**config.mk**
```make
export PLATFORM = sky130hd
export DESIGN_NAME = irq_coalesce_ctrl
export DESIGN_NICKNAME = d
export VERILOG_FILES = /design/src/rtl/irq_coal_pkg.sv /design/src/rtl/backlog_tracker.sv /design/src/rtl/wm_mode_fsm.sv /design/src/rtl/batch_engine.sv /design/src/rtl/irq_coalesce_ctrl.sv
export SDC_FILE = /design/constraint.sdc
export NUM_CORES = 1
export LEC_CHECK = 0
export ABC_AREA = 1
export BUFFER_PORTS_ARGS = -buffer_cell sky130_fd_sc_hd__buf_2
export CORE_MARGIN = 5
export CORE_UTILIZATION = 55
export CTS_CLUSTER_SIZE = 25
export DETAILED_ROUTE_END_ITERATION = 8
export GPL_TIMING_DRIVEN = 1
export PLACE_DENSITY = 0.77
export SKIP_CTS_REPAIR_TIMING = 1
export SLEW_MARGIN = 20
export SYNTH_ARGS = -nofsm -noshare
export SYNTH_HDL_FRONTEND = slang
export SYNTH_HIERARCHICAL = 1
export SYNTH_SLANG_ARGS = --single-unit
```
**constraint.sdc**
```tcl
create_clock -name clk -period 3.3 [get_ports clk]
set_clock_uncertainty 0.05 [all_clocks]
set_input_delay 0.33 -clock clk [delete_from_list [all_inputs] [get_ports clk]]
set_output_delay 0.33 -clock clk [all_outputs]
set_load 0.02 [all_outputs]
```
**src/rtl/irq_coal_pkg.sv**
```systemverilog
package irq_coal_pkg;

    typedef enum logic {
        IRQ_MODE  = 1'b0,
        POLL_MODE = 1'b1
    } wm_state_e;

    typedef enum logic {
        GATHER_IDLE = 1'b0,
        GATHER_OPEN = 1'b1
    } gather_state_e;

endpackage

```
**src/rtl/backlog_tracker.sv**
```systemverilog
module backlog_tracker #(
    parameter int BACKLOG_W = 8
) (
    input  logic                 clk,
    input  logic                 rst_n,
    input  logic                 arrive,
    input  logic                 consume,
    output logic [BACKLOG_W-1:0] level
);
    localparam logic [BACKLOG_W-1:0] LVL_MAX = {BACKLOG_W{1'b1}};
    localparam logic [BACKLOG_W-1:0] LVL_ONE = BACKLOG_W'(1);

    logic [BACKLOG_W-1:0] level_d;

    always_comb begin
        level_d = level;
        if (arrive && !consume && level != LVL_MAX) begin
            level_d = level + LVL_ONE;
        end else if (consume && !arrive && level != '0) begin
            level_d = level - LVL_ONE;
        end
    end

    always_ff @(posedge clk or negedge rst_n) begin
        if (!rst_n) level <= '0;
        else        level <= level_d;
    end

    // simultaneous strobes leave the level untouched
    a_r6_both_hold: assert property (@(posedge clk) disable iff (!rst_n)
        (arrive && consume) |=> $stable(level));
    // saturation at the top
    a_r6_no_overflow: assert property (@(posedge clk) disable iff (!rst_n)
        (arrive && !consume && level == LVL_MAX) |=> (level == LVL_MAX));
    // no wrap below zero
    a_r6_no_underflow: assert property (@(posedge clk) disable iff (!rst_n)
        (consume && !arrive && level == '0) |=> (level == '0));
endmodule

```
**src/rtl/wm_mode_fsm.sv**
```systemverilog
module wm_mode_fsm
    import irq_coal_pkg::*;
#(
    parameter int BACKLOG_W = 8
) (
    input  logic                 clk,
    input  logic                 rst_n,
    input  logic [BACKLOG_W-1:0] level,
    input  logic [BACKLOG_W-1:0] hi_wm,
    input  logic [BACKLOG_W-1:0] lo_wm,
    output logic                 poll_mode,
    output logic                 fire_allow
);
    wm_state_e state_q, state_d;
    logic      over_hi, under_lo;

    assign over_hi  = level > hi_wm;
    assign under_lo = level < lo_wm;

    always_comb begin
        state_d = state_q;
        unique case (state_q)
            IRQ_MODE:  if (over_hi)  state_d = POLL_MODE;   // overload
            POLL_MODE: if (under_lo) state_d = IRQ_MODE;    // drained
            default:   state_d = IRQ_MODE;
        endcase
    end

    always_ff @(posedge clk or negedge rst_n) begin
        if (!rst_n) state_q <= IRQ_MODE;
        else        state_q <= state_d;
    end

    // outputs
    assign poll_mode  = (state_q == POLL_MODE);
    assign fire_allow = (state_q == IRQ_MODE) && !over_hi;

    // overload is taken one edge after the level rises above the high mark
    a_r7_enter: assert property (@(posedge clk) disable iff (!rst_n)
        (!poll_mode && over_hi) |=> poll_mode);
    // drained is taken one edge after the level drops below the low mark
    a_r8_exit: assert property (@(posedge clk) disable iff (!rst_n)
        (poll_mode && under_lo) |=> !poll_mode);
    // polling persists while the level is not below the low mark
    a_r8_hold: assert property (@(posedge clk) disable iff (!rst_n)
        (poll_mode && !under_lo) |=> poll_mode);
endmodule

```
**src/rtl/batch_engine.sv**
```systemverilog
module batch_engine
    import irq_coal_pkg::*;
#(
    parameter int CNT_W = 8,
    parameter int TMR_W = 16
) (
    input  logic             clk,
    input  logic             rst_n,
    input  logic             arrive,
    input  logic             fire_allow,
    input  logic [CNT_W-1:0] cfg_batch,
    input  logic [TMR_W-1:0] cfg_timeout,
    output logic             irq_pulse
);
    localparam logic [CNT_W:0]   CNT_ONE = (CNT_W+1)'(1);
    localparam logic [TMR_W:0]   TMR_ONE = (TMR_W+1)'(1);
    localparam logic [CNT_W-1:0] CNT_MAX = {CNT_W{1'b1}};
    localparam logic [TMR_W-1:0] TMR_MAX = {TMR_W{1'b1}};

    gather_state_e    st_q, st_d;
    logic [CNT_W-1:0] pend_q, pend_d;
    logic [TMR_W-1:0] age_q, age_d;
    logic             cnt_hit, tmo_hit, fire;

    assign cnt_hit = arrive && (({1'b0, pend_q} + CNT_ONE) >= {1'b0, cfg_batch});
    assign tmo_hit = (st_q == GATHER_OPEN) &&
                     (({1'b0, age_q} + TMR_ONE) >= {1'b0, cfg_timeout});
    assign fire    = fire_allow && (cnt_hit || tmo_hit);

    always_comb begin
        st_d   = st_q;
        pend_d = pend_q;
        age_d  = age_q;
        if (!fire_allow || fire) begin
            st_d   = GATHER_IDLE;              // mask / fire
            pend_d = '0;
            age_d  = '0;
        end else begin
            unique case (st_q)
                GATHER_IDLE: begin
                    if (arrive) begin          // first
                        st_d   = GATHER_OPEN;
                        pend_d = CNT_W'(1);
                        age_d  = '0;
                    end
                end
                GATHER_OPEN: begin
                    if (arrive && pend_q != CNT_MAX) pend_d = pend_q + CNT_W'(1);
                    if (age_q != TMR_MAX)            age_d  = age_q + TMR_W'(1);
                end
                default: st_d = GATHER_IDLE;
            endcase
        end
    end

    always_ff @(posedge clk or negedge rst_n) begin
        if (!rst_n) begin
            st_q   <= GATHER_IDLE;
            pend_q <= '0;
            age_q  <= '0;
        end else begin
            st_q   <= st_d;
            pend_q <= pend_d;
            age_q  <= age_d;
        end
    end

    // output register
    always_ff @(posedge clk or negedge rst_n) begin
        if (!rst_n) irq_pulse <= 1'b0;
        else        irq_pulse <= fire;
    end

    // a pulse always leaves the batch empty, so a coincidence cannot repeat
    a_r5_restart: assert property (@(posedge clk) disable iff (!rst_n)
        irq_pulse |-> (st_q == GATHER_IDLE && pend_q == '0));
    // an open batch never outlives its latency limit
    a_r4_bound: assert property (@(posedge clk) disable iff (!rst_n)
        (st_q == GATHER_OPEN && cfg_timeout != '0) |-> (age_q < cfg_timeout));
    // a masked cycle leaves nothing gathered
    a_r7_discard: assert property (@(posedge clk) disable iff (!rst_n)
        !fire_allow |=> (st_q == GATHER_IDLE && !irq_pulse));
endmodule

```
**src/rtl/irq_coalesce_ctrl.sv**
```systemverilog
module irq_coalesce_ctrl #(
    parameter int BACKLOG_W = 8,
    parameter int CNT_W     = 8,
    parameter int TMR_W     = 16
) (
    input  logic                 clk,
    input  logic                 rst_n,
    input  logic                 pkt_arrive,
    input  logic                 pkt_consume,
    input  logic [CNT_W-1:0]     cfg_batch,
    input  logic [TMR_W-1:0]     cfg_timeout,
    input  logic [BACKLOG_W-1:0] cfg_hi_wm,
    input  logic [BACKLOG_W-1:0] cfg_lo_wm,
    output logic                 irq_pulse,
    output logic                 poll_mode,
    output logic [BACKLOG_W-1:0] backlog,
    output logic                 cfg_err
);
    logic fire_allow;

    backlog_tracker #(.BACKLOG_W(BACKLOG_W)) u_backlog (
        .clk     (clk),
        .rst_n   (rst_n),
        .arrive  (pkt_arrive),
        .consume (pkt_consume),
        .level   (backlog)
    );

    wm_mode_fsm #(.BACKLOG_W(BACKLOG_W)) u_mode (
        .clk        (clk),
        .rst_n      (rst_n),
        .level      (backlog),
        .hi_wm      (cfg_hi_wm),
        .lo_wm      (cfg_lo_wm),
        .poll_mode  (poll_mode),
        .fire_allow (fire_allow)
    );

    batch_engine #(.CNT_W(CNT_W), .TMR_W(TMR_W)) u_batch (
        .clk         (clk),
        .rst_n       (rst_n),
        .arrive      (pkt_arrive),
        .fire_allow  (fire_allow),
        .cfg_batch   (cfg_batch),
        .cfg_timeout (cfg_timeout),
        .irq_pulse   (irq_pulse)
    );

    assign cfg_err = (cfg_lo_wm >= cfg_hi_wm);

    // the interrupt stays quiet whenever polling mode is shown
    a_r7_quiet: assert property (@(posedge clk) disable iff (!rst_n)
        poll_mode |-> !irq_pulse);
    // per-packet mode answers every accepted arrival
    a_r3_each: assert property (@(posedge clk) disable iff (!rst_n)
        (cfg_batch <= CNT_W'(1) && pkt_arrive && !poll_mode && backlog <= cfg_hi_wm)
        |=> irq_pulse);
endmodule

```
==> impl_metrics.csv, run 1 <==
group,metric,value,unit
global_routing,use_met3,3.554,%
timing,setup_viol_count_final,0,
power_and_ir_drop,intPower,1.197,mW
critical_path,arrival,3230,ps
critical_path,cp-start-kind,"flop",
placement,dpl.hpwl,6534,um
global_routing,grt_pass1_vias,3260,
clocking,clock_latency,290,ps
floorplanning,ios,55,
clocking,cts_tree,"built",
timing,fin_crit,3075,ps
clocking,cts-htree-levels,2,
timing,finalWorstSetupSlack,224.7,ps
layout,nets,683,
floorplanning,die-area,8342,um^2
drt,post_drt_wl_per_cell,12.13,um
synth,synthesis.nets,623,
min_path,hp-class,"in2async",
floorplanning,start_util,56.97,%
timing,max_freq,325.2,MHz
placement,port_buffers,54,
flow_run,drv_cap,0,
clocking,cts_buffer_depth,2,
power_and_ir_drop,swShare,47.03,%
critical_path,cp-end-kind,"flop",
run_status,status,"completed",
global_routing,antenna_found_initial,0,
synth,synth_area,3638,um^2
timing,tightest_slew,776.4,ps
drt,vias,3380,
power_and_ir_drop,netSwitchingPower,1.062,mW
power_and_ir_drop,peakVddDrop,0.5208,mV
placement,gp_congestion,0.8591,
clocking,cts.clk_slew.worst_paths,80,ps
synth,synth-seq-area-share,24.07,%
synth,netlist_instances,523,
global_routing,grt_pass1_wl,14330,um
synth,yosysWarnings,6,
global_routing,globalRouteTotalUtil,20.07,%
critical_path,worstPathMaxFanout,18,
power_and_ir_drop,pwr-share-seq,29.9,%
power_and_ir_drop,cellPowerDensity,545.3,nW/um^2
power_and_ir_drop,total_leakage_power,2.455,nW
timing,final_hold_viol_count,0,
floorplanning,rows,29,
floorplanning,fp.dieW,91.34,um
global_routing,top_usage_layer,"met2",
clocking,cts.sinks,35,
drt,via_per_inst,5.113,
layout,multiInputGateArea,2366,um^2
clocking,root_buffer,"clkbuf_8",
global_routing,grt_max_degree,36,
layout,fin_area,4143,um^2
drt,drc,0,
floorplanning,fp.dieH,91.34,um
floorplanning,design.core.area,6386,um^2
timing,final_max_slew_viol_count,0,
placement,pre_cts_slack,168.0,ps
global_routing,grt_util_met1,26.57,%
drt,wirelength,8015,um
layout,fill_cells,576,
global_routing,grtUsageMet2,33.35,%
placement,dpl_cell_area,3989,um^2
layout,drive_gt1_share,18.49,%
drt,drtPass1Iterations,5,
drt,drt_first_iter_violations,158,
drt,ant_nets,0,
power_and_ir_drop,combPwrFrac,52.2,%
timing,period_share,93.19,%
synth,yosys_register_bits,35,
critical_path,crit_type,"reg2reg",
layout,seq_area,875.8,um^2
layout,syn_to_final_growth,13.86,%
timing,max_slew_margin,48.24,%
timing,holdWs,58.90,ps
synth,synth.distinct_cells,31,
synth,synth.avg_cell_area,6.957,um^2
power_and_ir_drop,clkPwrFrac,18.0,%
layout,diodes,0,
critical_path,worst_ep_required_time,3450,ps
clocking,cts_made_buffers,5,
global_routing,overflow,0,
## per-layer routing
layer,share of wire (%),up-vias
li1,-,1767
met5,0,-
met2,48,82
met3,4.6,18
met4,2.0,0
met1,45,1513
## layout make-up
class,count,area share (%)
Multi-Input combinational cell,381,57.11
Sequential cell,35,21.14
Inverter,101,9.151
Timing Repair Buffer,59,7.430
Tap cell,77,2.326
Clock buffer,6,1.993
Clock inverter,2,0.8457
## final timing paths
path | start | end | slack [ps] | cells past startpoint
worst min register to register | u_mode/poll_mode | u_mode/poll_mode | 470 | 2
worst max-delay path | u_batch/age_q[0] | u_batch/age_q[13] | 220 | 18
max in group asynchronous | rst_n | u_batch/st_q | 2640 | 1
worst max register to register | u_batch/age_q[0] | u_batch/age_q[13] | 220 | 18
min in group clk | pkt_arrive | u_batch/pend_q[0] | 470 | 4
worst min-delay path | rst_n | u_backlog/level[2] | 60 | 1
## synth_stat cells, drive strengths merged
library cell	number	area [um^2]
a211oi	1	7.510
a21o	3	23.77
a21oi	25	158.9
buf	3	27.52
clkbuf	3	11.26
dfrtp	35	875.8
fa	1	20.02
ha	55	688.2
inv	101	379.1
nand2	154	598.1
nand3	31	170.2
nand3b	2	15.01
nand4	14	87.58
nor2	43	191.4
nor3	6	30.03
o21a	2	15.01
o21ai	20	133.9
or2	2	12.51
xnor2	6	52.55
xor2	16	140.1
## state kept, by name, indices dropped and copies added (netlist names)
signal and flops:
u_batch/age_q 16, u_backlog/level 8, u_batch/pend_q 8, u_batch/irq_pulse 1
u_batch/st_q 1, u_mode/poll_mode 1
## worst max-delay path, stage by stage, from the launching register on
cell and delay (ps):
dfrtp_1 400, ha_2 220, nand3_2 90, nor2_2 140, nand2_2 90, nor2_4 120
nand2_1 110, nor2_1 150, xor2_1 220, ha_1 280, nand2_1 60, inv_1 30
o21ai_0 140, nand3b_1 90, nor2_1 130, nand2_2 90, a21oi_4 220, nand2_8 160
o21ai_0 190
## metrics by stage
| stage | TNS, ps | instances | utilization [%] | power [mW] |
|---|---|---|---|---|
| 2_1_floorplan | 0 | 523 | - | 1.512 |
| 3_3_place_gp | 0 | 651 | 62.46 | 1.785 |
| 3_5_place_dp | 0 | 651 | 62.46 | 1.824 |
| 4_1_cts | 0 | 659 | 64.30 | 2.240 |
| 5_1_grt | -209.3 | 661 | 64.87 | 2.481 |
| 6_report | 0 | 661 | 64.87 | 2.259 |
## logic make-up (layout without fill, tap and decap cells)
kind of cell / after synthesis / count (layout) / synth area share (%)
compound gates: 51 / 51 / 9.319
xor+xnor: 22 / 22 / 5.296
fa+ha+maj: 56 / 56 / 19.46
buf+inv: 107 / 168 / 11.49
flops: 35 / 35 / 24.07
simple gates: 252 / 252 / 30.36
## cells in the final DEF (no fill, tap or decap), types with 3 or more instances in the layout
cell and n:
o21ai_0 6, o21ai_2 9, a21oi_1 18, nand4_1 14
dfrtp_1 35, xnor2_1 6, a21oi_2 6, buf_4 5
inv_1 101, nor3_1 6, nand2_2 5, nand3_1 28
nor2_2 10, xor2_1 16, buf_2 54, clkbuf_8 6
nand2_1 148, ha_1 54, nor2_1 31, nand3_2 3
o21ai_1 5
## power by group through the flow
stage	sequential [mW]	combinational, mW	clock [mW]
after floorplan	0.687	0.825	0
after global placement	0.684	1.10	0
after detailed placement	0.682	1.14	0
after CTS	0.675	1.15	0.416
after global routing	0.697	1.35	0.437
final	0.675	1.18	0.406
No activity file was read; power rests on OpenSTA's default activity.
==> run 2: changes to the inputs <==
ABC_AREA = not set   (was 1)
PLACE_DENSITY = 0.78   (was 0.77)
==> run 2 against run 1 <==
The run now ends with negative setup slack left. First-iteration DRC count is 20% lower. Total power decreased by 0.38%. Die area decreased by 1.4%. Via count rose by 1.6%. Clock-buffer cell count is the same. Critical path type unchanged. Largest cell class unchanged.
==> impl_metrics.csv, run 2 <==
group,metric,value,unit
layout,final_common_cell,"inv_1",
timing,grt_setup_unrepaired,"yes",
global_routing,globalRouteTotalUtil,21.88,%
critical_path,worst_ep_required_time,3440,ps
flow_run,drv_cap,0,
global_routing,antenna_found_initial,0,
layout,final_cell_mix,"55 x inv_1, 54 x buf_2, 53 x ha_1, 35 x dfrtp_1, 34 x buf_4",
placement,port_buffers,54,
timing,max_freq,278.2,MHz
synth,synth-seq-area-share,24.44,%
floorplanning,ios,55,
clocking,cts_tree,"built",
placement,gp_congestion,0.8565,
timing,setup_viol_count_final,26,
timing,final_max_slew_viol_count,0,
global_routing,grt_pass1_wl,15320,um
critical_path,cpPeakStageDelay,530,ps
clocking,cts_buffer_depth,2,
floorplanning,die-area,8229,um^2
floorplanning,start_util,56.43,%
synth,synth_top_area_cell,"dfrtp_1",
synth,synth_edf_count,0,
layout,diodes,0,
global_routing,top_usage_layer,"met2",
global_routing,grt_pass1_vias,3414,
critical_path,crit_top_cell,"or3_4",
clocking,cts_made_buffers,5,
global_routing,overflow,0,
timing,final.setup.tns,-5498,ps
layout,reg.largest.list,"u_batch/age_q (16), u_backlog/level (8), u_batch/pend_q (8)",
layout,drive_gt1_share,27.20,%
global_routing,grt_max_degree,36,
synth,synth_area,3583,um^2
drt,drtPass1Iterations,4,
floorplanning,fp.dieH,90.72,um
run_status,status,"complete, but fails checks",
drt,ant_nets,0,
drt,post_drt_wl_per_cell,15.46,um
layout,nets,611,
drt,vias,3435,
power_and_ir_drop,total_leakage_power,2.293,nW
timing,finalWorstSetupSlack,-295.2,ps
synth,yosys_register_bits,35,
drt,drt_first_iter_violations,127,
clocking,root_buffer,"clkbuf_8",
critical_path,crit_chain,"ha_2 > nand4_1 > or3_4 > or3_4 > or2_4 > nand2_2 > ha_4 > nand4_4 > or4_4 > o211ai_1 > o31ai_4 > and2_4 > o31ai_2",
min_path,hp-class,"in2async",
critical_path,crit_type,"reg2reg",
synth,synth.avg_cell_area,8.452,um^2
synth,synth_common_cells,"55 x ha_1, 55 x inv_1, 35 x dfrtp_1",
global_routing,use_met3,3.583,%
global_routing,grtUsageMet2,38.98,%
critical_path,worstPathMaxFanout,8,
drt,wirelength,9088,um
placement,dpl.hpwl,7178,um
synth,netlist_instances,424,
clocking,cts.clk_slew.worst_paths,70,ps
timing,period_share,108.9,%
drt,drc,0,
synth,yosysWarnings,6,
synth,synth.distinct_cells,71,
layout,syn_to_final_growth,21.12,%
floorplanning,design.core.area,6350,um^2
critical_path,cp-start-kind,"flop",
synth,synthFlopType,"dfrtp_1",
clocking,cts.sinks,35,
synth,async_reset_ff_share,100.0,%
synth,synth_top_area_share,24.44,%
critical_path,crit_slowest_cell,"or4_4",
timing,tightest_slew,790.6,ps
power_and_ir_drop,cellPowerDensity,518.5,nW/um^2
drt,via_per_inst,5.842,
run_status,violations,"negative setup slack",
synth,synthesis.nets,524,
layout,largest-register,"u_batch/age_q",
critical_path,arrival,3740,ps
clocking,clock_latency,280,ps
layout,largest_register_ffs,16,
floorplanning,rows,29,
timing,holdWs,77.98,ps
critical_path,cp-end-kind,"flop",
timing,fin_crit,3595,ps
clocking,cts-htree-levels,2,
power_and_ir_drop,peakVddDrop,0.5967,mV
floorplanning,fp.dieW,90.72,um
timing,final_hold_viol_count,0,
global_routing,grt_util_met1,27.33,%
timing,max_slew_margin,47.29,%
synth,ys_top_cells_by_area,"dfrtp_1 24%, ha_1 19%, inv_1 5.8%",
layout,final_util,68.35,%
run 2: cell count changes in the layout (fill, tap and decap cells not counted), moves of 9 or more:
cell,before,now
a211oi_1,1,11
a21o_1,2,15
buf_4,5,34
inv_1,101,55
nand2_1,148,33
nand2b_1,0,9
nand3_1,28,18
nor2_1,31,20
nor2_2,10,1
run 2: critical path, delay by kind of cell, from the launching register on:
family / cells / cell delay, ps
AND/OR/NAND/NOR: 8 / 2070
adder cells (fa/ha/maj): 2 / 340
flip-flops: 1 / 360
AO/OA/AOI/OAI: 3 / 670
run 2: final timing paths:
check / from / endpoint / slack (ps) / depth (start not counted)
worst max-delay path: u_batch/age_q[0] / u_batch/pend_q[1] / -300 / 13
worst min-delay path: rst_n / u_batch/pend_q[6] / 80 / 1
worst max register to register: u_batch/age_q[0] / u_batch/pend_q[1] / -300 / 13
worst min register to register: u_batch/age_q[10] / u_batch/age_q[10] / 530 / 1
max in group asynchronous: rst_n / u_batch/st_q / 2620 / 1
min in group clk: pkt_arrive / u_batch/irq_pulse / 360 / 3
run 2: per-stage QoR:
stage          std cells  power, mW  area (um^2)  worst slack [ps]
2_1_floorplan        424      1.509         3586            -117.4
3_3_place_gp         579      1.808         4136            -111.7
3_5_place_dp         579      1.873         4136            -230.9
4_1_cts              586      2.192         4224            -233.2
5_1_grt              588      2.440         4340            -455.1
6_report             588      2.251         4340            -295.2
run 2: kinds of logic (layout without fill, tap and decap cells):
family                   Yosys count  after routing  share of synthesized area, %
buffers and inverters             64            151                         7.542
XOR/XNOR                          18             18                         4.399
AO/OA/AOI/OAI                     98             98                         19.83
flip-flops                        35             35                         24.44
multiplexers                       3              3                        0.9078
AND/OR/NAND/NOR                  150            150                         23.11
adder cells (fa/ha/maj)           56             56                         19.76
run 2: layout make-up:
type / instances / area, um^2
timing repair buffer: 89 / 536.8
sequential: 35 / 875.8
multi-input combinational: 325 / 2537
inverter: 55 / 206.4
fill: 522 / 2009
clock inverter: 1 / 5.005
clock buffer: 6 / 82.58
tap: 77 / 96.34
run 2: layer usage:
layer / vias up / part of all wire (%)
li1: 1704 / -
met1: 1650 / 44
met2: 72 / 52
met3: 9 / 3.2
met4: 0 / 0.87
met5: - / 0
run 2: power by group:
group | internal [mW] | switching (mW) | leakage [nW]
Clock | 0.164 | 0.150 | 0.0470
Combinational | 0.538 | 0.746 | 1.78
Sequential | 0.504 | 0.148 | 0.469
Total | 1.21 | 1.04 | 2.29
==> run 3: changes to the inputs <==
==> constraint.sdc (replaced) <==
create_clock -name clk -period 3.3 [get_ports clk]
set_clock_uncertainty 0.05 [all_clocks]
set_input_delay 0 -clock clk [delete_from_list [all_inputs] [get_ports clk]]
set_output_delay 0 -clock clk [all_outputs]
set_load 0.02 [all_outputs]
==> run 3 against run 2 <==
Highest routed layer unchanged. First-iteration DRC count shrank 11%. Final cell count up 0.17%. Design area grew 0.23%. Critical endpoint unchanged. Combinational power about the same. Utilization is 0.16 points higher. The run still ends with negative setup slack left. Clock-buffer cell count is the same.
==> impl_metrics.csv, run 3 (synthesis results as in run 2) <==
group,metric,value,unit
layout,syn_to_final_growth,21.40,%
layout,final_common_cell,"inv_1",
clocking,cts.clk_slew.worst_paths,70,ps
timing,grt_setup_unrepaired,"yes",
drt,via_per_inst,5.842,
drt,drtPass1Iterations,4,
drt,drc,0,
critical_path,worst_ep_required_time,3440,ps
critical_path,arrival,3740,ps
global_routing,antenna_found_initial,0,
layout,drive_gt1_share,27.15,%
layout,final_util,68.51,%
drt,vias,3441,
power_and_ir_drop,peakVddDrop,0.6003,mV
timing,holdWs,30.71,ps
power_and_ir_drop,power,2.250,mW
placement,port_buffers,54,
clocking,cts_buffer_depth,2,
global_routing,grt_max_degree,36,
drt,wirelength,9149,um
floorplanning,fp.dieW,90.72,um
clocking,cts_tree,"built",
floorplanning,rows,29,
timing,max_slew_margin,47.30,%
floorplanning,fp.dieH,90.72,um
layout,nets,612,
floorplanning,start_util,56.43,%
power_and_ir_drop,total_leakage_power,2.297,nW
timing,final_max_slew_viol_count,0,
global_routing,overflow,0,
layout,final_cells,589,
critical_path,cp-end-kind,"flop",
placement,dpl_cell_area,4136,um^2
timing,fin_crit,3595,ps
placement,dpl.hpwl,7178,um
drt,drt_first_iter_violations,113,
layout,final_cell_mix,"55 x inv_1, 54 x buf_2, 53 x ha_1, 35 x dfrtp_1, 34 x buf_4",
flow_run,drv_cap,0,
run_status,status,"complete, but fails checks",
timing,final.setup.tns,-5452,ps
power_and_ir_drop,cellPowerDensity,517.2,nW/um^2
critical_path,startpoint,"u_batch/age_q[0]",
drt,post_drt_wl_per_cell,15.53,um
timing,final_hold_viol_count,0,
critical_path,crit_chain,"ha_2 > nand4_1 > or3_4 > or3_4 > or2_4 > nand2_2 > ha_4 > nand4_4 > or4_4 > o211ai_1 > o31ai_4 > and2_4 > o31ai_2",
clocking,root_buffer,"clkbuf_8",
global_routing,grt_pass1_wl,15320,um
floorplanning,design.core.area,6350,um^2
layout,fin_area,4350,um^2
layout,diodes,0,
timing,max_freq,278.2,MHz
floorplanning,ios,55,
run_status,violations,"negative setup slack",
placement,gp_congestion,0.8565,
critical_path,reg2reg_from,"u_batch/age_q[0]",
global_routing,grt_pass1_vias,3414,
timing,setup_viol_count_final,26,
timing,tightest_slew,790.5,ps
critical_path,crit_top_cell,"or3_4",
timing,period_share,108.9,%
layout,largest_register_ffs,16,
floorplanning,die-area,8229,um^2
critical_path,crit_type,"reg2reg",
clocking,cts-htree-levels,2,
clocking,cts.sinks,35,
placement,dp_cells,579,
min_path,hp-class,"in2reg",
critical_path,cp-start-kind,"flop",
layout,fill_cells,521,
min_path,min_from,"pkt_arrive",
critical_path,cpPeakStageDelay,530,ps
drt,ant_nets,0,
global_routing,globalRouteTotalUtil,21.88,%
placement,pre_cts_slack,-230.9,ps
clocking,cts_made_buffers,5,
critical_path,crit_slowest_cell,"or4_4",
timing,finalWorstSetupSlack,-295.1,ps
layout,largest-register,"u_batch/age_q",
critical_path,worstPathMaxFanout,8,
layout,reg.largest.list,"u_batch/age_q (16), u_backlog/level (8), u_batch/pend_q (8)",
clocking,clock_latency,280,ps
## run 3: power breakdown
| part | leakage, nW | switching, mW | internal (mW) |
|---|---|---|---|
| Clock | 0.0470 | 0.150 | 0.164 |
| Sequential | 0.469 | 0.150 | 0.504 |
| Combinational | 1.78 | 0.744 | 0.539 |
## run 3: worst max-delay path, delay by kind of cell, from the launching register on
family,cells,cell delay [ps]
AOI/OAI and AO/OA,3,680
adders and majority gates,2,340
and+or+nand+nor,8,2060
DFF,1,360
## run 3: metal layers
metal | global-route usage (%) | share of wire, % | vias to the layer above
li1 | - | - | 1707
met1 | 27.33 | 43 | 1653
met2 | 38.98 | 53 | 74
met3 | 3.583 | 3.8 | 7
met4 | 5.211 | 0.62 | 0
met5 | 0 | 0 | -
## run 3: cell type report
cell class	count	area, um^2	area share [%]
Inverter	55	206.4	4.745
Timing Repair Buffer	90	546.8	12.57
Sequential cell	35	875.8	20.13
Clock inverter	1	5.005	0.1150
Tap cell	77	96.34	2.215
Clock buffer	6	82.58	1.898
Multi-Input combinational cell	325	2537	58.33
## run 3: path summary, 6_finish.rpt
| kind | endpoint | slack (ps) | cells after the start |
|---|---|---|---|
| min | u_batch/irq_pulse | 30 | 3 |
| min in group asynchronous | u_batch/pend_q[6] | 300 | 2 |
| max | u_batch/pend_q[1] | -300 | 13 |
| min reg2reg | u_batch/age_q[10] | 530 | 1 |
| max in group asynchronous | u_backlog/level[3] | 2400 | 2 |
| max reg2reg | u_batch/pend_q[1] | -300 | 13 |
